--- src/rtl/mb_pkg.sv ---
package mb_pkg;
  localparam int unsigned MB_NREG = 4;
  localparam int unsigned MB_DW   = 32;
  localparam int unsigned MB_FW   = 3;
  localparam int unsigned MB_NGI  = 4;
  localparam int unsigned MB_LAT  = 2;
  localparam int unsigned MB_AW   = 4;
endpackage

--- src/rtl/mb_dir.sv ---
// One direction of traffic: sender slots, full bits, flag mirror and requests.
module mb_dir #(
  parameter int unsigned NREG = mb_pkg::MB_NREG,
  parameter int unsigned DW   = mb_pkg::MB_DW,
  parameter int unsigned FW   = mb_pkg::MB_FW,
  parameter int unsigned NGI  = mb_pkg::MB_NGI,
  parameter int unsigned LAT  = mb_pkg::MB_LAT
) (
  input  logic                      clk,
  input  logic                      rst_n,
  input  logic [NREG-1:0]           tx_we,
  input  logic [DW-1:0]             tx_data,
  input  logic [NREG-1:0]           rx_re,
  input  logic                      flag_we,
  input  logic [FW-1:0]             flag_val,
  input  logic [NGI:0]              req_set,
  input  logic [NGI:0]              req_acc,
  output logic [NREG-1:0][DW-1:0]   msg,
  output logic [NREG-1:0]           full,
  output logic [FW-1:0]             flags_src,
  output logic                      busy,
  output logic [FW-1:0]             mirror,
  output logic [NGI:0]              pend
);
  localparam int unsigned CW = (LAT > 1) ? $clog2(LAT) : 1;
  localparam logic [CW-1:0] CNT_LAST = CW'(LAT - 1);

  logic [NREG-1:0] full_d;
  logic [FW-1:0]   src_d, mir_d;
  logic            busy_d, take;
  logic [CW-1:0]   cnt_q, cnt_d;
  logic [NGI:0]    pend_d;

  for (genvar n = 0; n < NREG; n++) begin : g_slot
    always_ff @(posedge clk or negedge rst_n) begin
      if (!rst_n)          msg[n] <= '0;
      else if (tx_we[n])   msg[n] <= tx_data;
    end


    full_set_chk: assert property (@(posedge clk) disable iff (!rst_n)
      $rose(full[n]) |-> $past(tx_we[n]));
  end

  assign full_d = (full & ~rx_re) | tx_we;
  assign take   = flag_we && !busy && (flag_val != flags_src);
  assign pend_d = (pend & ~req_acc) | req_set;

  always_comb begin
    src_d  = flags_src;
    busy_d = busy;
    cnt_d  = cnt_q;
    mir_d  = mirror;
    if (take) begin
      src_d  = flag_val;
      busy_d = 1'b1;
      cnt_d  = '0;
    end else if (busy) begin
      if (cnt_q == CNT_LAST) begin
        busy_d = 1'b0;
        mir_d  = flags_src;
      end else begin
        cnt_d = cnt_q + 1'b1;
      end
    end
  end

  always_ff @(posedge clk or negedge rst_n) begin
    if (!rst_n) begin
      full      <= '0;
      flags_src <= '0;
      busy      <= 1'b0;
      cnt_q     <= '0;
      mirror    <= '0;
      pend      <= '0;
    end else begin
      full      <= full_d;
      flags_src <= src_d;
      busy      <= busy_d;
      cnt_q     <= cnt_d;
      mirror    <= mir_d;
      pend      <= pend_d;
    end
  end


  mirror_settled_chk: assert property (@(posedge clk) disable iff (!rst_n)
    !busy |-> (mirror == flags_src));


  flag_lock_chk: assert property (@(posedge clk) disable iff (!rst_n)
    (busy && flag_we) |=> $stable(flags_src));

  for (genvar j = 0; j <= NGI; j++) begin : g_req

    req_sticky_chk: assert property (@(posedge clk) disable iff (!rst_n)
      (pend[j] && !req_acc[j]) |=> pend[j]);
  end
endmodule

--- src/rtl/mb_side.sv ---
// Register decode, read mux, enables and interrupt for one side.
module mb_side #(
  parameter int unsigned NREG = mb_pkg::MB_NREG,
  parameter int unsigned DW   = mb_pkg::MB_DW,
  parameter int unsigned FW   = mb_pkg::MB_FW,
  parameter int unsigned NGI  = mb_pkg::MB_NGI,
  parameter int unsigned AW   = mb_pkg::MB_AW
) (
  input  logic                    clk,
  input  logic                    rst_n,
  input  logic                    wr,
  input  logic                    rd,
  input  logic [AW-1:0]           addr,
  input  logic [DW-1:0]           wdata,
  output logic [DW-1:0]           rdata,
  output logic                    irq,
  output logic                    nmi,
  input  logic [NREG-1:0]         out_full,
  input  logic [FW-1:0]           out_src,
  input  logic                    out_busy,
  input  logic [NGI:0]            out_pend,
  input  logic [NREG-1:0][DW-1:0] in_msg,
  input  logic [NREG-1:0]         in_full,
  input  logic [FW-1:0]           in_mirror,
  input  logic [NGI:0]            in_pend,
  output logic [NREG-1:0]         tx_we,
  output logic [NREG-1:0]         rx_re,
  output logic                    flag_we,
  output logic [FW-1:0]           flag_val,
  output logic [NGI:0]            req_set,
  output logic [NGI:0]            req_acc
);
  localparam int unsigned ST_BUSY   = 2 * NREG;
  localparam int unsigned ST_GI_TOP = 2 * NREG + FW + NGI;
  localparam int unsigned ST_NMI    = ST_GI_TOP + 1;
  localparam int unsigned CT_GI_TOP = FW + NGI;
  localparam int unsigned CT_NMI    = CT_GI_TOP + 1;
  localparam int unsigned CT_EN     = CT_NMI + 1;
  localparam logic [AW-1:0] A_ST = AW'(2 * NREG);
  localparam logic [AW-1:0] A_CT = AW'(2 * NREG + 1);

  logic          st_we, ct_we;
  logic [2:0]    en_q, en_d;
  logic [DW-1:0] status, ctrl;

  assign st_we    = wr && (addr == A_ST);
  assign ct_we    = wr && (addr == A_CT);
  assign flag_we  = ct_we;
  assign flag_val = wdata[FW-1:0];
  assign en_d     = ct_we ? wdata[CT_EN +: 3] : en_q;

  for (genvar n = 0; n < NREG; n++) begin : g_dec
    assign tx_we[n] = wr && (addr == AW'(n));
    assign rx_re[n] = rd && (addr == AW'(NREG + n));
  end

  for (genvar j = 0; j < NGI; j++) begin : g_req
    assign req_set[j] = ct_we && wdata[CT_GI_TOP - j];
    assign req_acc[j] = st_we && wdata[ST_GI_TOP - j];
  end
  assign req_set[NGI] = ct_we && wdata[CT_NMI];
  assign req_acc[NGI] = st_we && wdata[ST_NMI];

  always_comb begin
    status = '0;
    ctrl   = '0;
    for (int n = 0; n < NREG; n++) begin
      status[2*NREG-1-n] = ~out_full[n];
      status[NREG-1-n]   = in_full[n];
    end
    status[ST_BUSY]          = out_busy;
    status[ST_BUSY+1 +: FW]  = in_mirror;
    for (int j = 0; j < NGI; j++) begin
      status[ST_GI_TOP-j] = in_pend[j];
      ctrl[CT_GI_TOP-j]   = out_pend[j];
    end
    status[ST_NMI]   = in_pend[NGI];
    ctrl[FW-1:0]     = out_src;
    ctrl[CT_NMI]     = out_pend[NGI];
    ctrl[CT_EN +: 3] = en_q;
  end

  always_comb begin
    rdata = '0;
    for (int n = 0; n < NREG; n++) begin
      if (addr == AW'(NREG + n)) rdata = in_msg[n];
    end
    if (addr == A_ST) rdata = status;
    if (addr == A_CT) rdata = ctrl;
  end

  always_ff @(posedge clk or negedge rst_n) begin
    if (!rst_n) en_q <= '0;
    else        en_q <= en_d;
  end

  assign irq = (en_q[0] && |in_full) || (en_q[1] && |(~out_full)) ||
               (en_q[2] && |in_pend[NGI-1:0]);
  assign nmi = in_pend[NGI];


  irq_masked_chk: assert property (@(posedge clk) disable iff (!rst_n)
    (en_q == 3'b000) |-> !irq);
endmodule

--- src/rtl/ipc_mailbox.sv ---
module ipc_mailbox #(
  parameter int unsigned NREG = mb_pkg::MB_NREG,
  parameter int unsigned DW   = mb_pkg::MB_DW,
  parameter int unsigned FW   = mb_pkg::MB_FW,
  parameter int unsigned NGI  = mb_pkg::MB_NGI,
  parameter int unsigned LAT  = mb_pkg::MB_LAT,
  parameter int unsigned AW   = mb_pkg::MB_AW
) (
  input  logic          clk,
  input  logic          rst_n,
  input  logic          a_wr,
  input  logic          a_rd,
  input  logic [AW-1:0] a_addr,
  input  logic [DW-1:0] a_wdata,
  output logic [DW-1:0] a_rdata,
  output logic          a_irq,
  output logic          a_nmi,
  input  logic          b_wr,
  input  logic          b_rd,
  input  logic [AW-1:0] b_addr,
  input  logic [DW-1:0] b_wdata,
  output logic [DW-1:0] b_rdata,
  output logic          b_irq,
  output logic          b_nmi
);
  logic [1:0] rs_q;
  logic       rst_i_n;

  always_ff @(posedge clk or negedge rst_n) begin
    if (!rst_n) rs_q <= '0;
    else        rs_q <= {rs_q[0], 1'b1};
  end
  assign rst_i_n = rs_q[1];

  // index 0: A sends to B, index 1: B sends to A
  logic [1:0][NREG-1:0]         tx_we, rx_re, full;
  logic [1:0][NREG-1:0][DW-1:0] msg;
  logic [1:0]                   flag_we, busy;
  logic [1:0][FW-1:0]           flag_val, src, mirror;
  logic [1:0][NGI:0]            req_set, req_acc, pend;
  logic [1:0]                   wr_s, rd_s, irq_s, nmi_s;
  logic [1:0][AW-1:0]           addr_s;
  logic [1:0][DW-1:0]           wdata_s, rdata_s;

  assign wr_s    = {b_wr, a_wr};
  assign rd_s    = {b_rd, a_rd};
  assign addr_s  = {b_addr, a_addr};
  assign wdata_s = {b_wdata, a_wdata};
  assign a_rdata = rdata_s[0];
  assign b_rdata = rdata_s[1];
  assign a_irq   = irq_s[0];
  assign b_irq   = irq_s[1];
  assign a_nmi   = nmi_s[0];
  assign b_nmi   = nmi_s[1];

  for (genvar s = 0; s < 2; s++) begin : g_side
    // direction s is sent by side s; side s receives direction 1-s
    mb_dir #(.NREG(NREG), .DW(DW), .FW(FW), .NGI(NGI), .LAT(LAT)) u_dir (
      .clk      (clk),
      .rst_n    (rst_i_n),
      .tx_we    (tx_we[s]),
      .tx_data  (wdata_s[s]),
      .rx_re    (rx_re[1-s]),
      .flag_we  (flag_we[s]),
      .flag_val (flag_val[s]),
      .req_set  (req_set[s]),
      .req_acc  (req_acc[1-s]),
      .msg      (msg[s]),
      .full     (full[s]),
      .flags_src(src[s]),
      .busy     (busy[s]),
      .mirror   (mirror[s]),
      .pend     (pend[s])
    );

    mb_side #(.NREG(NREG), .DW(DW), .FW(FW), .NGI(NGI), .AW(AW)) u_side (
      .clk      (clk),
      .rst_n    (rst_i_n),
      .wr       (wr_s[s]),
      .rd       (rd_s[s]),
      .addr     (addr_s[s]),
      .wdata    (wdata_s[s]),
      .rdata    (rdata_s[s]),
      .irq      (irq_s[s]),
      .nmi      (nmi_s[s]),
      .out_full (full[s]),
      .out_src  (src[s]),
      .out_busy (busy[s]),
      .out_pend (pend[s]),
      .in_msg   (msg[1-s]),
      .in_full  (full[1-s]),
      .in_mirror(mirror[1-s]),
      .in_pend  (pend[1-s]),
      .tx_we    (tx_we[s]),
      .rx_re    (rx_re[s]),
      .flag_we  (flag_we[s]),
      .flag_val (flag_val[s]),
      .req_set  (req_set[s]),
      .req_acc  (req_acc[s])
    );
  end
endmodule

--- config.mk ---
export PLATFORM = sky130hd
export DESIGN_NAME = ipc_mailbox
export DESIGN_NICKNAME = d
export VERILOG_FILES = /design/src/rtl/mb_pkg.sv /design/src/rtl/mb_dir.sv /design/src/rtl/mb_side.sv /design/src/rtl/ipc_mailbox.sv
export SDC_FILE = /design/constraint.sdc
export NUM_CORES = 1
export LEC_CHECK = 0
export BUFFER_PORTS_ARGS = -buffer_cell sky130_fd_sc_hd__clkbuf_2
export CAP_MARGIN = 5
export CELL_PAD_IN_SITES_DETAIL_PLACEMENT = 1
export CELL_PAD_IN_SITES_GLOBAL_PLACEMENT = 1
export CORE_MARGIN = 2
export CORE_UTILIZATION = 35
export CTS_BUF_LIST = sky130_fd_sc_hd__clkbuf_2
export DETAILED_ROUTE_END_ITERATION = 7
export PLACE_DENSITY = 0.61
export SLEW_MARGIN = 10
export SYNTH_ARGS = -nofsm -noshare
export SYNTH_HDL_FRONTEND = slang
export SYNTH_HIERARCHICAL = 1
export SYNTH_SLANG_ARGS = --single-unit
--- constraint.sdc ---
create_clock -name clk -period 9.31 [get_ports clk]
set_clock_uncertainty 0.15 [all_clocks]
set_input_delay 0.4655 -clock clk [delete_from_list [all_inputs] [get_ports clk]]
set_output_delay 0.4655 -clock clk [all_outputs]
set_load 0.01 [all_outputs]
==> results.md, run 1 <==
* Setup TNS at 0 ps
* Mapped Area at 14,560 um2
* Seq/Total Area, Yosys at 0.5122
* CTS buffer count at 87
* Vias in the first global route at 11,260
* Core Util, Final at 0.4212
* Distinct cells, synth at 38
* Post_cts resized at 0
* Worst-path fanout max at 45
* Routability cong. at 0.7517
* Placed cell count at between 1,500 and 2,000
* WL per Instance at 21.41 um
* Global-route usage over all layers at 0.1997
* Antenna violations before repair at 3
* Layout Nets at 1,442
* Hold Fails Final Rpt at 0
* Final antenna-violating net count at 0
* Path category of the worst min-delay check: input pin to flop
* Worst slew pin tran at 963.8 ps
* I/O pin total at 146
* Required @ worst endpoint at about 8700 ps
* First-pass GRT wire length at 66.82 mm
* Highest Clock Rate at 0.2751 GHz
* Pwr dens at 204.9 nW/um2
* Final cell count without fillers at 1,963
* Syn nets at about 1,200
* Post-route DRC at 0
* Finished Cell Area at 17,240 um2
* Row Count at 74
* Final setup viols at 0
* Die area at 43,250 um2
* Port Buffer Count at 145
* Post-synthesis sequential element count at 298
* DR vias at 10,120
* # fillers at 4,441
* DIE HEIGHT at 208.0 um
* Critical Path End Type: output pin
* Max_slew headroom at 0.3574
* Outcome: finished, final reports clean
* Crit path DAT at 3020 ps
* Final WL at 42.03 mm
* Post-synthesis instance total at 1,103
* Min Tclk post-route at 3635 ps
* Detail Placement HPWL at 26.02 mm
* Die W at between 200 and 250 um
* Largest net degree at the start of global routing at 73
* Avg Cell Area, Syn at 13.20 um2
* Via/cell ratio at ~5.2
* H-tree depth at 3
* Insertion delay to the later sink of the worst-skew pair at 1000 ps
* Clock sinks at 298
* 1st-iter DRT viols at 454
* Initial core utilization at 0.3558
* Critical Path Source Type: input pin
* Leak Pwr at 7.852 nW
* RSZ-0062 raised after global routing: no
* Fin crit share at 0.3905
* Async SR Flop Fraction at 1.000
* VDD IR-drop max at 84.33 uV
* TritonCTS clock tree: yes
* Max clock buf depth at 3
* First drt pass iteration count at 4
* Critical path class: input pin to output pin
* Commonest non-fill, non-tap cell in the layout: dfrtp_1
* Placement Cell Area at 15,440 um2
* Max-slew violation count at 0
* Layout area overhead at 18.40%
* Max Cap Viol at 0
* Most common flop cell mapped by yosys: dfrtp_1
* Reg clk slew, reported paths at 90 ps
* Post-synth EDFFs at 0
* Core box area at 40,920 um2
* YS warnings at 6
* Root Buffer: clkbuf_2
* Most frequent cells in the layout: 297 x dfrtp_1, 272 x clkbuf_2, 272 x mux2_2
* Grt total ovfl at 0
* Share of cells above drive strength 1 at 0.4380
metal layers:
layer  track usage  up-vias  share of wire
met5             0        -              0
met4       0.06334        0          0.021
met3       0.05313       73          0.057
met2        0.3193      242           0.47
met1        0.2646     5269           0.45
li1              -     4538              -
timing repair:
| action | CTS | global route |
|---|---|---|
| endpoints found under the setup margin | 0 | 0 |
| setup buffers | 0 | 0 |
| hold endpoints to repair | 292 | 0 |
| hold buffers | 96 | 0 |
cells by family (layout without fill, tap and decap cells):
family | Yosys count | in the layout | synth area share
AOI/OAI and AO/OA | 168 | 168 | 0.07888
xor gates and xnor gates | 6 | 6 | 0.003609
buffers and inverters | 120 | 444 | 0.05654
DFF | 298 | 298 | 0.5122
muxes | 328 | 328 | 0.2774
other | 1 | 5 | 0.0002576
and+or+nand+nor | 182 | 182 | 0.07115
layout make-up:
cell class / count / area [um2] / share of cell area
inverter: 34 / 127.6 / 0.007403
clock buffer: 129 / 645.6 / 0.03745
clock inverter: 23 / 180.2 / 0.01045
antenna: 4 / 10.01 / 0.0005806
tap: 532 / 665.6 / 0.03861
sequential: 298 / 7461 / 0.4328
timing repair buffer: 258 / 1819 / 0.1055
multi-input combinational: 685 / 6330 / 0.3672
critical path: stages:
cell,delay [ps]
dlygate4sd3_1,550
buf_4,340
buf_4,650
mux4_2,590
a22o_1,260
clkbuf_2,140
synth_stat cells (18+ instances only):
cell,instances,share of area
a21oi_1,42,0.014
a22o_1,24,0.014
a221o_1,22,0.015
buf_2,28,0.0096
buf_6,36,0.028
a21o_1,20,0.010
nand2b_1,34,0.015
mux2_2,272,0.21
and2_1,32,0.014
o21ai_0,28,0.0096
mux4_2,32,0.049
dfrtp_1,298,0.51
buf_4,18,0.0093
and3_1,20,0.0086
nor2_1,30,0.0077
inv_1,34,0.0088
nand2_1,36,0.0093
through the flow:
step	power [W]	setup slack, ps	hold slack [ps]
6_report	0.003532	5675	134.9
2_1_floorplan	0.002256	239.9	19.91
4_1_cts	0.003599	5662	0.6927
5_1_grt	0.003769	5505	-5.557
3_5_place_dp	0.002489	5820	106.8
3_3_place_gp	0.002457	5843	102.4
worst paths after layout:
check / from / cells past startpoint / to / slack, ps
setup / recovery: b_addr[0] / 6 / b_rdata[16] / 5670
hold / removal: a_wdata[29] / 3 / g_side[0].u_dir/msg[61]$_DFFE_PN0P_ / 130
setup reg to reg: rs_q[1]$_DFF_PN0_ / 2 / g_side[0].u_dir/msg[104]$_DFFE_PN0P_ / 6670
hold reg to reg: rs_q[0]$_DFF_PN0_ / 0 / rs_q[1]$_DFF_PN0_ / 210
max in group asynchronous: rs_q[1]$_DFF_PN0_ / 2 / g_side[0].u_dir/msg[104]$_DFFE_PN0P_ / 6670
min in group asynchronous: rst_n / 3 / rs_q[1]$_DFF_PN0_ / 170
power breakdown:
group	switching [W]	internal (W)
clock	0.000588	0.000453
combinational	0.000277	0.000410
sequential	0.000207	0.00160
flip-flops by register name, indices dropped and copies added, names as in the netlist:
register	cells
g_side.u_side/en_q	6
g_side.u_dir/msg	256
g_side.u_dir/busy	2
g_side.u_dir/mirror	6
g_side.u_dir/full	8
g_side.u_dir/pend	10
g_side.u_dir/flags_src	6
rs_q	2
g_side.u_dir/cnt_q	2
Note: power is estimated with default switching activity, not from simulation.
==> inputs of run 2 (changes only) <==
--- a/config.mk
+++ b/config.mk
@@ -13,7 +13,7 @@
 export CORE_UTILIZATION = 35
 export CTS_BUF_LIST = sky130_fd_sc_hd__clkbuf_2
 export DETAILED_ROUTE_END_ITERATION = 7
-export PLACE_DENSITY = 0.61
+export PLACE_DENSITY = 0.59
 export SLEW_MARGIN = 10
 export SYNTH_ARGS = -nofsm -noshare
 export SYNTH_HDL_FRONTEND = slang
==> constraint.sdc (replaced) <==
create_clock -name clk -period 3.7 [get_ports clk]
set_clock_uncertainty 0.15 [all_clocks]
set_input_delay 0.185 -clock clk [delete_from_list [all_inputs] [get_ports clk]]
set_output_delay 0.185 -clock clk [all_outputs]
set_load 0.01 [all_outputs]
==> run 2 against run 1 <==
Core utilization increased by 1.5 points. Global-route usage increased by 0.47 points. Combinational power increased to 2.6 times the previous value. Sequential share of layout area decreased by 1.5 points.
==> results.md, run 2 (synthesized netlist as in run 1, its figures left out) <==
* Internal power at 0.006108 W (+150%)
* Sw power at 0.002678 W (+150%)
* Worst slew pin tran at 975.7 ps (+11.87 ps)
* First-pass GRT wire length at 68.63 mm (+2.7%)
* Sw frac at 0.3048 (+0.001430)
* Detail Placement HPWL at 26.80 mm (+3.0%)
* Largest register FFs at 256 (unchanged)
* M1 GR Usage at 0.2769 (+0.01223)
* Reg clk slew, reported paths at 90 ps (about the same)
* Setup TNS at 0 ps (unchanged)
* Reg with most FFs: g_side.u_dir/msg
* Setup slack, reg-to-reg at 2120 ps (-4550 ps)
* Leak Pwr at 8.098 nW (+3.1%)
* Final setup viols at 0 (unchanged)
* Clock sinks at 298 (unchanged)
* Hold_ws at 116.5 ps (-18.40 ps)
* Antenna violations before repair at 5 (+2)
* Vias in the first global route at 11,470 (+1.8%)
* Row Count at 74 (unchanged)
* RR Startpoint: g_side[0].u_side/en_q[2]$_DFFE_PN0N_
* Critical Path Source Type: input pin
* Global-route usage over all layers at 0.2043 (+0.004661)
* Crit path capture: b_rdata[16]
* VDD IR-drop max at 195.5 uV (+130%)
* Share of cells above drive strength 1 at 0.4191 (-0.01891)
* Final antenna-violating net count at 0 (unchanged)
* Worst r2r path cells at 2 (unchanged)
* Grt total ovfl at 0 (unchanged)
* Most frequent cells in the layout: 297 x dfrtp_1, 272 x mux2_2, 263 x clkbuf_2
* I/O pin total at 146 (unchanged)
* Post-CTS setup buffers at 0 (unchanged)
* Final cell count without fillers at 2,024 (+3.1%)
* Critical R2R Capture: g_side[0].u_side/en_q[2]$_DFFE_PN0N_
* Highest Clock Rate at 0.3228 GHz
* Busiest metal layer after global routing: met2
* RSZ-0062 raised after global routing: no
* Crit-path cells: dlygate4sd3_1 -> buf_4 -> buf_4 -> mux4_2 -> a22o_1 -> clkbuf_2
* Via/cell ratio at 5.056 (-2.0%)
* Max Cap Viol at 0 (unchanged)
* CTS buffer count at 84 (-3.4%)
* Min Tclk post-route at 3098 ps
* Critical Path End Type: output pin
* Layout Nets at 1,502 (+4.2%)
* Combinational power share at 0.204 (+0.009)
* Routability cong. at 0.7686 (+2.2%)
* Initial core utilization at 0.3558 (unchanged)
* Max_slew headroom at 0.3495 (-0.007911)
* 1st-iter DRT viols at 404 (-11%)
* Post-route DRC at 0 (unchanged)
* CP most frequent cell: buf_4
* Outcome: finished, final reports clean
* Required @ worst endpoint at 3370 ps (-5320 ps)
* First drt pass iteration count at 4 (unchanged)
* Critical path class: input pin to output pin
* Commonest non-fill, non-tap cell in the layout: dfrtp_1
* Path category of the worst min-delay check: input pin to flop
* WL per Instance at 21.20 um (-0.98%)
* Max clock buf depth at 3 (unchanged)
* Highest-delay cell along the critical path: buf_4
* CP Buf/Inv Count at 4 (unchanged)
* Sequential fraction of design power at 0.517 (+0.006)
* Fin crit share at 0.8372
* Root Buffer: clkbuf_2
* DR vias at 10,230 (+1.1%)
* Hold Fails Final Rpt at 0 (unchanged)
* Pwr dens at 492.4 nW/um2 (+140%)
* Layout area overhead at 22.56%
* H-tree depth at 3 (unchanged)
* Max-slew violation count at 0 (unchanged)
* Met3 usage at 0.04770 (-0.005434)
* Final WL at 42.91 mm (+2.1%)
* Crit path from: b_addr[0]
* Core box area at 40,920 um2 (unchanged)
* Port Buffer Count at 145 (unchanged)
* PnR Total Power at 0.008786 W (+150%)
* TritonCTS clock tree: yes
* DIE HEIGHT at 208.0 um (unchanged)
* Die area at 43,250 um2 (unchanged)
* Crit path DAT at 2760 ps (-260 ps)
* Largest net degree at the start of global routing at 67 (-8.2%)
* Insertion delay to the later sink of the worst-skew pair at 940 ps (-60 ps)
* CP delay by family, top: buffers and inverters
* CP Depth at 6 (unchanged)
* Worst-path fanout max at 52 (+16%)
* Clock power share at 0.280 (-0.015)
* Met2 usage in global routing at 0.3234 (+0.004124)
* Placed cell count at 1,719 (+0.47%)
* Die W at 208.0 um (unchanged)
* Crit path largest cell delay at 570 ps (-80 ps)
* Largest registers: g_side.u_dir/msg (256), g_side.u_dir/pend (10), g_side.u_dir/full (8)
## run 2: final cells by class
type                            instances  area (um2)
Antenna cell                            3       7.507
Inverter                               34       127.6
Sequential cell                       298        7461
Clock inverter                         31       172.7
Fill cell                            4422       23080
Tap cell                              532       665.6
Multi-Input combinational cell        685        6330
Clock buffer                          120       600.6
Timing Repair Buffer                  321        2480
## run 2: stage by stage
step	setup slack, ps	instance area [um2]	utilization
after floorplan	583.3	14560	-
after detailed placement	1112	15550	0.3800
after global routing	468.3	17840	0.4360
after CTS	569.1	17840	0.4359
final	602.4	17840	0.4360
after global placement	1136	15550	0.3800
## run 2: layer usage
layer	vias up	share of wire
li1	4668	-
met1	5252	0.45
met2	238	0.47
met3	75	0.053
met4	0	0.027
met5	-	0
## run 2: how the worst min path moves through the flow
stage | end | depth (start not counted) | slack [ps] | from
after CTS | g_side[0].u_dir/pend[1]$_DFF_PN0_ | 5 | 8 | b_wdata[14]
after global routing | g_side[1].u_dir/pend[1]$_DFF_PN0_ | 5 | 30 | a_wdata[14]
after floorplan | rs_q[0]$_DFF_PN0_ | 0 | -260 | rst_n
after global placement | rs_q[0]$_DFF_PN0_ | 1 | -170 | rst_n
after detailed placement | rs_q[0]$_DFF_PN0_ | 1 | -170 | rst_n
final | g_side[0].u_dir/pend[1]$_DFF_PN0_ | 5 | 120 | b_wdata[14]
## run 2: power groups by stage
stage | Sequential (W) | Clock (W) | Combinational (W)
floorplan | 0.00442 | 0 | 0.00125
global placement | 0.00458 | 0 | 0.00161
detailed placement | 0.00461 | 0 | 0.00167
CTS | 0.00454 | 0.00261 | 0.00181
global route | 0.00466 | 0.00278 | 0.00196
finish | 0.00454 | 0.00246 | 0.00179
## run 2: worst min-delay path, stage by stage
cell and delay, ps:
dlygate4sd3_1 560, clkbuf_2 130, and3_1 160, inv_1 50, a21o_1 100
## run 2: timing repair
item | 4_1_cts | 5_1_grt
endpoints found under the hold margin | 292 | 0
hold buffers | 151 | 0
endpoints found under the setup margin | 0 | 0
resized for setup | 0 | 0
